## src/rtl/os_pkg.sv

```systemverilog
package os_pkg;

    // Pin bundle; bit 2 = trig_a_n, bit 1 = trig_b, bit 0 = clr_n.
    typedef struct packed {
        logic trig_a_n;
        logic trig_b;
        logic clr_n;
    } os_pins_t;

    localparam int PIN_CNT = 3;

    // Synchroniser reset image: triggering levels with clear low, so that
    // the first samples after reset neither arm nor fire anything.
    localparam logic [PIN_CNT-1:0] PINS_RST = 3'b010;

    // Edge polarity per pin: 1 = rising edge, 0 = falling edge.
    localparam logic [PIN_CNT-1:0] EDGE_RISE = 3'b011;

endpackage

```

## src/rtl/os_sync.sv

```systemverilog
module os_sync #(
    parameter int          W       = 3,
    parameter logic [W-1:0] RST_VAL = '0
) (
    input  logic         clk,
    input  logic         rst_n,
    input  logic [W-1:0] din,
    output logic [W-1:0] dout
);

    typedef struct packed {
        logic [W-1:0] s1;
        logic [W-1:0] s2;
    } sync_t;

    sync_t st_q, st_d;

    always_comb begin
        st_d    = st_q;
        st_d.s1 = din;
        st_d.s2 = st_q.s1;
    end

    always_ff @(posedge clk or negedge rst_n) begin
        if (!rst_n) begin
            st_q <= '{s1: RST_VAL, s2: RST_VAL};
        end else begin
            st_q <= st_d;
        end
    end

    assign dout = st_q.s2;

endmodule

```

## src/rtl/os_edge.sv

```systemverilog
module os_edge #(
    parameter int           W       = 3,
    parameter logic [W-1:0] RST_VAL = '0,
    parameter logic [W-1:0] RISE    = '1
) (
    input  logic         clk,
    input  logic         rst_n,
    input  logic [W-1:0] cur,
    output logic [W-1:0] hit
);

    logic [W-1:0] prev_q, prev_d;

    always_comb begin
        prev_d = cur;
    end

    always_ff @(posedge clk or negedge rst_n) begin
        if (!rst_n) begin
            prev_q <= RST_VAL;
        end else begin
            prev_q <= prev_d;
        end
    end

    for (genvar i = 0; i < W; i++) begin : g_pol
        if (RISE[i]) begin : g_rise
            assign hit[i] = cur[i] & ~prev_q[i];
        end else begin : g_fall
            assign hit[i] = ~cur[i] & prev_q[i];
        end
    end

endmodule

```

## src/rtl/os_ctrl.sv

```systemverilog
module os_ctrl #(
    parameter int LEN_W = 8
) (
    input  logic             clk,
    input  logic             rst_n,
    input  logic             a_lvl,
    input  logic             b_lvl,
    input  logic             c_lvl,
    input  logic             a_fall,
    input  logic             b_rise,
    input  logic             c_rise,
    input  logic [LEN_W-1:0] pulse_len,
    output logic             q,
    output logic             armed,
    output logic [LEN_W-1:0] run_cnt
);

    typedef struct packed {
        logic             q;
        logic             armed;
        logic [LEN_W-1:0] cnt;
    } ctrl_t;

    ctrl_t st_q, st_d;

    logic trig_ab, trig_c, inhibit, fire;
    logic [LEN_W-1:0] load_val;

    always_comb begin
        inhibit  = a_lvl | ~b_lvl;
        trig_ab  = ~st_q.q & c_lvl &
                   ((a_fall & b_lvl) | (b_rise & ~a_lvl));
        trig_c   = ~st_q.q & c_rise & ~a_lvl & b_lvl & st_q.armed;
        fire     = trig_ab | trig_c;
        load_val = (pulse_len == '0) ? '0 : pulse_len - 1'b1;

        st_d = st_q;
        if (!c_lvl) begin
            st_d.q   = 1'b0;
            st_d.cnt = '0;
        end else if (st_q.q) begin
            if (st_q.cnt == '0) begin
                st_d.q = 1'b0;
            end else begin
                st_d.cnt = st_q.cnt - 1'b1;
            end
        end else if (fire) begin
            st_d.q   = 1'b1;
            st_d.cnt = load_val;
        end

        if (fire) begin
            st_d.armed = 1'b0;
        end else if (inhibit) begin
            st_d.armed = 1'b1;
        end
    end

    always_ff @(posedge clk or negedge rst_n) begin
        if (!rst_n) begin
            st_q <= '{q: 1'b0, armed: 1'b0, cnt: '0};
        end else begin
            st_q <= st_d;
        end
    end

    assign q       = st_q.q;
    assign armed   = st_q.armed;
    assign run_cnt = st_q.cnt;

endmodule

```

## src/rtl/os_oneshot.sv

```systemverilog
module os_oneshot
    import os_pkg::*;
#(
    parameter int LEN_W = 8
) (
    input  logic             clk,
    input  logic             rst_n,
    input  logic             trig_a_n,
    input  logic             trig_b,
    input  logic             clr_n,
    input  logic [LEN_W-1:0] pulse_len,
    output logic             q,
    output logic             q_n
);

    os_pins_t pins_raw, pins_s, pins_hit;
    logic     pulse_q;
    logic     armed;
    logic [LEN_W-1:0] run_cnt;

    assign pins_raw = '{trig_a_n: trig_a_n, trig_b: trig_b, clr_n: clr_n};

    os_sync #(
        .W       (PIN_CNT),
        .RST_VAL (PINS_RST)
    ) i_sync (
        .clk  (clk),
        .rst_n(rst_n),
        .din  (pins_raw),
        .dout (pins_s)
    );

    os_edge #(
        .W       (PIN_CNT),
        .RST_VAL (PINS_RST),
        .RISE    (EDGE_RISE)
    ) i_edge (
        .clk  (clk),
        .rst_n(rst_n),
        .cur  (pins_s),
        .hit  (pins_hit)
    );

    os_ctrl #(
        .LEN_W(LEN_W)
    ) i_ctrl (
        .clk      (clk),
        .rst_n    (rst_n),
        .a_lvl    (pins_s.trig_a_n),
        .b_lvl    (pins_s.trig_b),
        .c_lvl    (pins_s.clr_n),
        .a_fall   (pins_hit.trig_a_n),
        .b_rise   (pins_hit.trig_b),
        .c_rise   (pins_hit.clr_n),
        .pulse_len(pulse_len),
        .q        (pulse_q),
        .armed    (armed),
        .run_cnt  (run_cnt)
    );

    assign q   = pulse_q;
    assign q_n = ~pulse_q;

endmodule

```

## config.mk

```make
export PLATFORM = sky130hd
export DESIGN_NAME = os_oneshot
export DESIGN_NICKNAME = d
export VERILOG_FILES = /design/src/rtl/os_pkg.sv /design/src/rtl/os_sync.sv /design/src/rtl/os_edge.sv /design/src/rtl/os_ctrl.sv /design/src/rtl/os_oneshot.sv
export SDC_FILE = /design/constraint.sdc
export NUM_CORES = 1
export LEC_CHECK = 0
export BUFFER_PORTS_ARGS = -buffer_cell sky130_fd_sc_hd__buf_2
export CAP_MARGIN = 15
export CORE_MARGIN = 2
export CORE_UTILIZATION = 47
export DETAILED_ROUTE_END_ITERATION = 12
export PLACE_DENSITY = 0.67
export SLEW_MARGIN = 30
export SYNTH_ARGS = -nofsm -noshare
export SYNTH_HDL_FRONTEND = slang
export SYNTH_HIERARCHICAL = 1
export SYNTH_SLANG_ARGS = --single-unit
```

## constraint.sdc

```tcl
create_clock -name clk -period 2.4 [get_ports clk]
set_clock_uncertainty 0.1 [all_clocks]
set_input_delay 0.12 -clock clk [delete_from_list [all_inputs] [get_ports clk]]
set_output_delay 0.12 -clock clk [all_outputs]
set_load 0.02 [all_outputs]
```

==> results of run 1 <==
==> routing by layer <==
| metal | share of wire [%] | up-vias |
|---|---|---|
| li1 | - | 444 |
| met1 | 49 | 424 |
| met2 | 44 | 30 |
| met3 | 5.8 | 4 |
| met4 | 1.8 | 0 |
| met5 | 0 | - |
==> report_power, final <==
group | leakage [nW] | internal (mW) | total, mW | switching, mW
registers | 0.232 | 0.349 | 0.377 | 0.0278
clock network | 0.0150 | 0.0646 | 0.150 | 0.0857
logic | 0.328 | 0.0880 | 0.199 | 0.111
total | 0.575 | 0.501 | 0.726 | 0.225
==> cells in the final DEF, fill, tap and decap left out, types with 2 or more instances in the layout <==
| cell type | instances |
|---|---|
| buf_2 | 14 |
| xnor2_1 | 4 |
| dfrtp_1 | 16 |
| clkbuf_4 | 3 |
| dfstp_2 | 3 |
| nor2b_4 | 3 |
| nand2_1 | 7 |
| inv_1 | 11 |
| nor4_1 | 2 |
| nor2_1 | 9 |
| o21ai_0 | 7 |
| nor3_1 | 4 |
| ha_1 | 4 |
| nand2b_1 | 4 |
| a211oi_1 | 3 |
| buf_4 | 2 |
| o211ai_1 | 2 |
| o32a_1 | 2 |
| nor3b_1 | 2 |
| dlygate4sd3_1 | 4 |
| a21oi_1 | 5 |
| o22ai_1 | 5 |
==> repair_timing <==
item                                    in CTS  in global routing
resized for setup                            0                  0
endpoints found under the hold margin       22                  0
hold buffers                                 4                  0
endpoints found under the setup margin       0                  0
buffers inserted                             0                  0
==> registers in the layout, summed over array words and instances, names as in the netlist <==
name,count
i_ctrl/q,1
i_ctrl/run_cnt,8
i_edge/prev_q,3
i_sync/dout,3
i_sync/st_d,3
i_ctrl/armed,1
==> tightest hold or removal path, stage by stage <==
cell,delay (ps)
buf_2,100
o22ai_1,70
nor2_1,90
a211oi_1,50
==> metrics by stage <==
| stage | utilization, % | cells | worst slack, ps | total power, mW | instance area (um^2) |
|---|---|---|---|---|---|
| after floorplan | - | 110 | 442 | 0.513 | 1080 |
| after global placement | 54.5 | 153 | 362 | 0.570 | 1190 |
| after detailed placement | 54.5 | 153 | 315 | 0.577 | 1190 |
| after CTS | 57.6 | 161 | 293 | 0.735 | 1260 |
| after global routing | 57.6 | 161 | 213 | 0.775 | 1260 |
| final | 57.6 | 161 | 305 | 0.726 | 1260 |
==> logic make-up (layout without fill, tap and decap cells) <==
group | count (synthesis) | count (layout) | synth area share [%]
mux | 2 | 2 | 1.97
flops | 19 | 19 | 44.4
simple gates | 36 | 36 | 19.8
compound gates | 32 | 32 | 20.9
fa+ha+maj | 4 | 4 | 4.64
buf+inv | 12 | 35 | 4.18
xor+xnor | 5 | 5 | 4.06
==> area by class of cell <==
| class | instances | area, um^2 | share of cell area [%] |
|---|---|---|---|
| multi-input combinational | 79 | 554 | 43.9 |
| sequential | 19 | 479 | 38.0 |
| timing repair buffer | 20 | 125 | 9.92 |
| inverter | 11 | 41.3 | 3.27 |
| tap | 28 | 35.0 | 2.78 |
| clock buffer | 4 | 26.3 | 2.08 |
==> path summary, 6_finish.rpt <==
check                                         startpoint                             to  slack [ps]  cells after the start
min in group asynchronous                          rst_n     i_edge/prev_q[2]$_DFF_PN0_         180                      2
hold reg to reg                 i_sync/st_d[1]$_DFF_PN1_       i_sync/dout[1]$_DFF_PN1_         260                      0
setup reg to reg           i_ctrl/run_cnt[2]$_DFFE_PN0P_  i_ctrl/run_cnt[2]$_DFFE_PN0P_         300                      5
max in group asynchronous                          rst_n       i_sync/st_d[1]$_DFF_PN1_        1690                      2
setup / recovery           i_ctrl/run_cnt[2]$_DFFE_PN0P_  i_ctrl/run_cnt[2]$_DFFE_PN0P_         300                      5
hold / removal                              pulse_len[0]  i_ctrl/run_cnt[0]$_DFFE_PN0P_          80                      4
==> impl_metrics.csv, run 1 <==
group,metric,value,unit
run_status,status,"completed",
timing,worstMarginPinSlew,516,ps
global_routing,global_route.usage.met2,26.8,%
floorplanning,fp-row-count,17,
clocking,clk_path_buf_depth,2,
critical_path,critPathMaxStageDelay,520,ps
yosys,seq_area_frac_synth,44.4,%
place,port_buffers,14,
drt,dr.pass1.iters,4,
yosys,synth_area,1080,um^2
yosys,ys_types,35,
critical_path,cp.required,2470,ps
clocking,clock_sinks,19,
place,gp_congestion,0.929,
clocking,path_clk_slew,100,ps
critical_path,cpLargestDelayFamily,"simple AND/OR/NAND/NOR gates",
drt,num_vias,902,
yosys,yosys_warnings,6,
power_and_ir_drop,leakage,0.575,nW
yosys,synth_common_cells,"16 x dfrtp_1, 11 x inv_1, 9 x nor2_1",
yosys,synthCells,110,
clocking,cts_tree,"done",
critical_path,crit_path_start_kind,"flip-flop",
yosys,syn-num-nets,127,
timing,fmax,477,MHz
critical_path,critPathKind,"flip-flop to flip-flop",
timing,finalHoldViolations,0,
floorplanning,core_area,2190,um^2
critical_path,cp_num_buf_inv,0,
global_routing,met3_usage,5.17,%
global_routing,use_met1,28.2,%
flow_run,maxCapViolations,0,
yosys,yosysMostFrequentCell,"dfrtp_1",
drt,drt-total-wl,2200,um
layout,fillers,193,
timing,slew_headroom,65.3,%
yosys,synthArstFlopShare,100,%
clocking,cts_root_buf,"clkbuf_4",
critical_path,worst_ep_arrival_time,2160,ps
timing,fin_crit,2100,ps
floorplanning,fp.dieArea,2690,um^2
yosys,synthTopCellsByArea,"dfrtp_1 37%, dfstp_2 7.3%, ha_1 4.6%",
yosys,ys.flop_type,"dfrtp_1",
drt,wl_per_cell,13.6,um
yosys,yosysTopAreaCell,"dfrtp_1",
timing,grt_setup_unrepaired,"false",
global_routing,busiest_layer,"met1",
global_routing,antenna_found_initial,0,
global_routing,grt_overflow,0,
critical_path,critPathCaptureType,"flip-flop",
clocking,htreeDepth,1,
layout,n_antenna_cell,0,
drt,viasPerCell,5.60,
timing,slew_violations,0,
global_routing,grt_max_degree,20,
clocking,clk_latency,290,ps
floorplanning,start_util,49.2,%
timing,setup_viol_count_final,0,
yosys,syn_area_per_cell,9.80,um^2
layout,drive_gt1_share,21.1,%
floorplanning,ios,15,
global_routing,grt_pass1_wl,3680,um
drt,dr.first_iter.drc_count,17,
layout,layout-area-overhead-vs-synth,16.9,%
floorplanning,die_h,51.9,um
critical_path,worstPathCellList,"or4_1 > or4_4 > o21a_1 > nand2_1 > o22ai_1",
critical_path,cp_max_fo,7,
critical_path,crit_slowest_cell,"or4_4",
timing,tns,0,ps
drt,ant_nets,0,
global_routing,grt_use_total,19.0,%
timing,holdWs,78.5,ps
global_routing,grt_pass1_vias,818,
power_and_ir_drop,max-vdd-ir-drop,0.000392,V
timing,finalCritPeriodShare,87.3,%
min_path,hold_path_class,"primary input to flip-flop",
drt,drc,0,
power_and_ir_drop,powerDensity,576,nW/um^2
yosys,ys_seq_elements,19,
place,dpl.hpwl,1680,um
yosys,synth_top_area_share,37.1,%
layout,nNetsFinal,151,
yosys,synth_edf_count,0,
clocking,tritoncts.num_buffers,3,
floorplanning,chipWidth,51.9,um
No activity file was read; power rests on OpenSTA's default activity.
==> inputs of run 2 (changes only) <==
CTS_BUF_LIST = sky130_fd_sc_hd__clkbuf_8   (was unset)
==> run 2 against run 1 <==
Net effect:
- sequential power hardly changed
- critical path depth stayed put
- first-iteration DRC count stayed put
- fmax is 0.55% higher
- routed wire length hardly changed
- non-clock buffer count stayed put
- critical path type unchanged
- largest cell class unchanged
==> impl_metrics.csv, run 2 (synthesis gave the netlist of run 1 again) <==
group,metric,value,unit
timing,finalCritPeriodShare,86.8,%
clocking,clk_latency,250,ps
critical_path,worst_ep_arrival_time,2100,ps
global_routing,grt_pass1_wl,3710,um
drt,dr.pass1.iters,4,
critical_path,crit_slowest_cell,"or4_4",
global_routing,antenna_found_initial,0,
drt,drt-total-wl,2200,um
flow_run,maxCapViolations,0,
power_and_ir_drop,powerDensity,610,nW/um^2
clocking,htreeDepth,1,
layout,final_cell_mix,"16 x dfrtp_1, 14 x buf_2, 12 x inv_1",
timing,slew_violations,0,
timing,finalHoldViolations,0,
critical_path,critPathKind,"flip-flop to flip-flop",
floorplanning,fp.dieArea,2690,um^2
run_status,status,"completed",
layout,nNetsFinal,151,
layout,largest_reg_flops,8,
layout,mostFrequentLayoutCell,"dfrtp_1",
power_and_ir_drop,pwr-share-clk,26.2,%
power_and_ir_drop,switchingPower,230,uW
critical_path,cp_num_buf_inv,0,
clocking,cts_tree,"done",
layout,drive_gt1_share,21.1,%
place,dpl.hpwl,1680,um
floorplanning,ios,15,
timing,slew_headroom,64.4,%
power_and_ir_drop,intPower,551,uW
floorplanning,chipWidth,51.9,um
place,preCtsSetupSlack,315,ps
timing,layout_setup_ws,316,ps
global_routing,grt_max_degree,20,
drt,viasPerCell,5.62,
drt,dr.first_iter.drc_count,17,
clocking,clk_path_buf_depth,2,
power_and_ir_drop,p_comb_share,25.5,%
clocking,cts_root_buf,"clkbuf_8",
critical_path,critPathCaptureType,"flip-flop",
power_and_ir_drop,max-vdd-ir-drop,0.000498,V
critical_path,crit_path_start_kind,"flip-flop",
critical_path,critPathMaxStageDelay,520,ps
power_and_ir_drop,total_power,781,uW
place,port_buffers,14,
power_and_ir_drop,leakage,0.587,nW
clocking,cts_resized,0,
layout,layout-area-overhead-vs-synth,18.7,%
drt,ant_nets,0,
clocking,clock_sinks,19,
floorplanning,fp-row-count,17,
global_routing,grt_pass1_vias,819,
timing,tns,0,ps
drt,drc,0,
min_path,hold_path_class,"primary input to flip-flop",
global_routing,grt_use_total,19.1,%
critical_path,cp_max_fo,7,
place,postPlaceCellArea,1190,um^2
clocking,tritoncts.num_buffers,3,
global_routing,grt_overflow,0,
floorplanning,start_util,49.2,%
power_and_ir_drop,seq_power_share,48.3,%
layout,finalInstanceArea,1280,um^2
timing,worstMarginPinSlew,530,ps
layout,n_antenna_cell,0,
timing,setup_viol_count_final,0,
drt,wl_per_cell,13.7,um
timing,fmax,480,MHz
place,gp_congestion,0.929,
critical_path,cpLargestDelayFamily,"simple AND/OR/NAND/NOR gates",
floorplanning,core_area,2190,um^2
clocking,path_clk_slew,60,ps
critical_path,cp.required,2420,ps
critical_path,worstPathCellList,"or4_1 > or4_4 > o21a_1 > nand2_1 > o22ai_1",
timing,grt_setup_unrepaired,"false",
drt,num_vias,905,
floorplanning,die_h,51.9,um
power_and_ir_drop,swShare,29.4,%
clocking,cts_setup_buffers,0,
timing,fin_crit,2080,ps
run 2: changes by cell type in the layout (fill, tap and decap cells not counted):
cell / previous run / this run
clkbuf_4: 3 / 0
inv_1: 11 / 12
clkbuf_8: 0 / 3
clkbuf_1: 1 / 0
run 2: path summary, 6_finish.rpt:
path	startpoint	to	slack, ps	cells after the start
max in group asynchronous	rst_n	i_sync/st_d[1]$_DFF_PN1_	1650	2
min	pulse_len[0]	i_ctrl/run_cnt[0]$_DFFE_PN0P_	130	4
max	i_ctrl/run_cnt[2]$_DFFE_PN0P_	i_ctrl/run_cnt[7]$_DFFE_PN0P_	320	5
max reg2reg	i_ctrl/run_cnt[2]$_DFFE_PN0P_	i_ctrl/run_cnt[7]$_DFFE_PN0P_	320	5
min reg2reg	i_sync/st_d[1]$_DFF_PN1_	i_sync/dout[1]$_DFF_PN1_	260	0
min in group asynchronous	rst_n	i_edge/prev_q[2]$_DFF_PN0_	230	2
run 2: layer usage:
layer	GRT usage (%)	vias to the layer above	part of all wire (%)
met1	28.6	422	46
met2	26.8	37	45
met3	4.31	4	7.4
met5	0	-	0
met4	7.02	0	1.8
li1	-	442	-
run 2: timing repair:
action	CTS	global route
hold buffers	4	0
setup endpoints to repair	0	0
endpoints found under the hold margin	19	0
run 2: power by group through the flow:
stage / Sequential [mW] / Clock, mW / Combinational [mW]
after floorplan: 0.377 / 0 / 0.136
after global placement: 0.381 / 0 / 0.189
after detailed placement: 0.381 / 0 / 0.195
after CTS: 0.376 / 0.214 / 0.201
after global routing: 0.381 / 0.228 / 0.222
final: 0.377 / 0.204 / 0.199
run 2: stage by stage:
step | hold slack [ps] | std cells | util [%]
6_report | 126 | 161 | 58.4
5_1_grt | 138 | 161 | 58.4
4_1_cts | 114 | 161 | 58.4
3_5_place_dp | -26.4 | 153 | 54.5
3_3_place_gp | -28.3 | 153 | 54.5
2_1_floorplan | -276 | 110 | -
run 2: worst reg2reg max path: stages, from the launching register on:
cell and delay, ps:
dfrtp_1 450, or4_1 490, or4_4 520, o21a_1 160, nand2_1 140, o22ai_1 110
run 2: final cells by class:
class,count,area [um^2]
fill,187,911
multi-input combinational,79,554
sequential,19,479
timing repair buffer,20,125
clock buffer,3,41.3
inverter,11,41.3
tap,28,35.0
clock inverter,1,3.75
==> inputs of run 3 (changes only) <==
ABC_AREA = 1   (was unset)
CTS_BUF_LIST = sky130_fd_sc_hd__clkbuf_4   (was sky130_fd_sc_hd__clkbuf_8)
==> run 3 against run 2 <==
Net effect:
- cell count is 37% higher
- first-iteration DRC count rose to 4.1 times the previous value
- synthesized cell count is 54% higher
- die area up 14%
- sequential cell count stayed put
- clock power shrank 17%
- area after synthesis increased by 15%
- count of clock-buffer cells in the layout unchanged
- sequential share of layout area fell by 3.4 points
- largest cell class unchanged
- highest routed layer unchanged
==> impl_metrics.csv, run 3 <==
group,metric,value,unit
yosys,synth_top_area_share,32.2,%
critical_path,cp_max_fo,10,
floorplanning,start_util,49.7,%
timing,finalHoldViolations,0,
timing,holdWs,44.2,ps
layout,largest_reg_flops,8,
clocking,clock_sinks,19,
timing,fin_crit,1640,ps
yosys,synthTopCellsByArea,"dfrtp_1 32%, nand2_1 14%, nand3_1 7.3%",
drt,dr.first_iter.drc_count,70,
drt,drt-total-wl,2660,um
yosys,ys.flop_type,"dfrtp_1",
place,preCtsSetupSlack,817,ps
clocking,hold_buffers,4,
global_routing,grt_overflow,0,
place,dpl.hpwl,2100,um
layout,seqCellArea,479,um^2
run_status,status,"completed",
timing,grt_setup_unrepaired,"false",
clocking,clk_path_buf_depth,2,
clocking,path_clk_slew,110,ps
flow_run,maxCapViolations,0,
timing,slew_headroom,66.9,%
timing,layout_setup_ws,759,ps
critical_path,worstPathCellList,"inv_2 > nand3_2 > nand2_4 > o21ai_4 > inv_4 > nand2_1 > o21ai_2",
critical_path,cp_num_buf_inv,2,
layout,n_antenna_cell,0,
critical_path,critPathMaxStageDelay,670,ps
timing,setup_viol_count_final,0,
min_path,hold_path_class,"primary input to flip-flop",
yosys,ys_types,26,
clocking,tritoncts.num_buffers,3,
yosys,synthArstFlopShare,100,%
layout,layout-area-overhead-vs-synth,13.4,%
yosys,yosysMostFrequentCell,"nand2_1",
yosys,yosysTopAreaCell,"dfrtp_1",
layout,fillers,232,
yosys,synthCells,169,
critical_path,cpLargestDelayFamily,"flip-flops",
critical_path,critPathKind,"flip-flop to flip-flop",
yosys,seq_area_frac_synth,38.6,%
timing,fmax,609,MHz
layout,final_util,56.4,%
floorplanning,ios,15,
timing,slew_violations,0,
layout,finalInstanceArea,1410,um^2
floorplanning,fp.dieArea,3070,um^2
layout,mostFrequentLayoutCell,"nand2_1",
layout,drive_gt1_share,23.7,%
floorplanning,core_area,2500,um^2
yosys,syn-num-nets,186,
global_routing,grt_pass1_vias,1024,
place,postPlaceCellArea,1340,um^2
drt,drc,0,
global_routing,grt_use_total,17.3,%
timing,finalCritPeriodShare,68.4,%
critical_path,crit_slowest_cell,"dfrtp_1",
clocking,htreeDepth,1,
critical_path,critPathCaptureType,"flip-flop",
drt,dr.pass1.iters,4,
layout,final_cell_mix,"47 x nand2_1, 22 x inv_1, 18 x nand3_1",
layout,nNetsFinal,208,
critical_path,worst_ep_arrival_time,1750,ps
critical_path,crit_path_start_kind,"flip-flop",
yosys,yosys_warnings,6,
floorplanning,fp-row-count,18,
drt,viasPerCell,5.12,
timing,worstMarginPinSlew,496,ps
power_and_ir_drop,leakage,0.749,nW
place,gp_congestion,0.979,
global_routing,grt_pass1_wl,4250,um
floorplanning,die_h,55.4,um
yosys,synth_edf_count,0,
global_routing,antenna_found_initial,0,
timing,tns,0,ps
drt,num_vias,1127,
drt,ant_nets,0,
clocking,cts_resized,0,
yosys,synth_common_cells,"47 x nand2_1, 22 x inv_1, 18 x nand3_1",
clocking,cts_setup_buffers,0,
clocking,cts_root_buf,"clkbuf_4",
yosys,ys_seq_elements,19,
global_routing,grt_max_degree,20,
layout,multi_input_area,641,um^2
critical_path,r2r_slack,760,ps
power_and_ir_drop,powerDensity,589,nW/um^2
clocking,cts_tree,"done",
place,port_buffers,14,
drt,wl_per_cell,12.1,um
yosys,syn_area_per_cell,7.35,um^2
critical_path,cp.required,2500,ps
yosys,synth_area,1240,um^2
floorplanning,chipWidth,55.4,um
power_and_ir_drop,max-vdd-ir-drop,0.000504,V
clocking,clk_latency,300,ps
run 3: worst reg2reg max path: cells and delay by family (launching register included):
kind | cells | cell delay [ps]
flops | 1 | 670
buf+inv | 2 | 210
simple gates | 3 | 260
compound gates | 2 | 310
run 3: cell families after synthesis:
kind of cell | Yosys count | share of synthesized area [%]
fa+ha+maj | 4 | 4.03
xor+xnor | 2 | 1.41
simple gates | 99 | 38.5
flops | 19 | 38.6
compound gates | 15 | 7.65
buf+inv | 30 | 9.87
run 3: where the power goes:
part	leakage, nW	internal, mW	switching, mW
combinational	0.503	0.0982	0.173
sequential	0.232	0.352	0.0364
clock	0.0139	0.0635	0.107
total	0.749	0.514	0.316
run 3: layout make-up:
type | count | share of cell area [%]
well taps | 30 | 2.66
clock inverters | 1 | 0.533
multi-input cells | 120 | 45.5
flip-flops and latches | 19 | 34.0
repair buffers | 18 | 7.82
clock buffers | 3 | 1.60
inverters | 29 | 7.90
run 3: path summary, 6_finish.rpt:
kind                                          start  cells past startpoint                             to
max                              i_ctrl/q$_DFF_PN0_                      7  i_ctrl/run_cnt[0]$_DFFE_PN0P_
min                                    pulse_len[0]                      4  i_ctrl/run_cnt[0]$_DFFE_PN0P_
max reg2reg                      i_ctrl/q$_DFF_PN0_                      7  i_ctrl/run_cnt[0]$_DFFE_PN0P_
min reg2reg                i_sync/st_d[2]$_DFF_PN0_                      0       i_sync/dout[2]$_DFF_PN0_
max in group asynchronous                     rst_n                      2       i_sync/st_d[1]$_DFF_PN1_
min in group asynchronous                     rst_n                      2     i_edge/prev_q[2]$_DFF_PN0_
run 3: per-stage QoR:
step                      std cells  total power, mW
after floorplan                 169            0.582
after global placement          212            0.652
after detailed placement        212            0.656
after CTS                       220            0.835
after global routing            220            0.884
final                           220            0.829
run 3: routing by layer:
layer / routed length [um] / share of wire, % / GRT usage (%) / vias to the layer above
met4: 9 / 0.34 / 5.23 / 0
met2: 1220 / 46 / 26.2 / 41
met5: 0 / 0 / 0 / -
met1: 1220 / 46 / 24.1 / 514
li1: - / - / - / 570
met3: 207 / 7.8 / 4.68 / 2
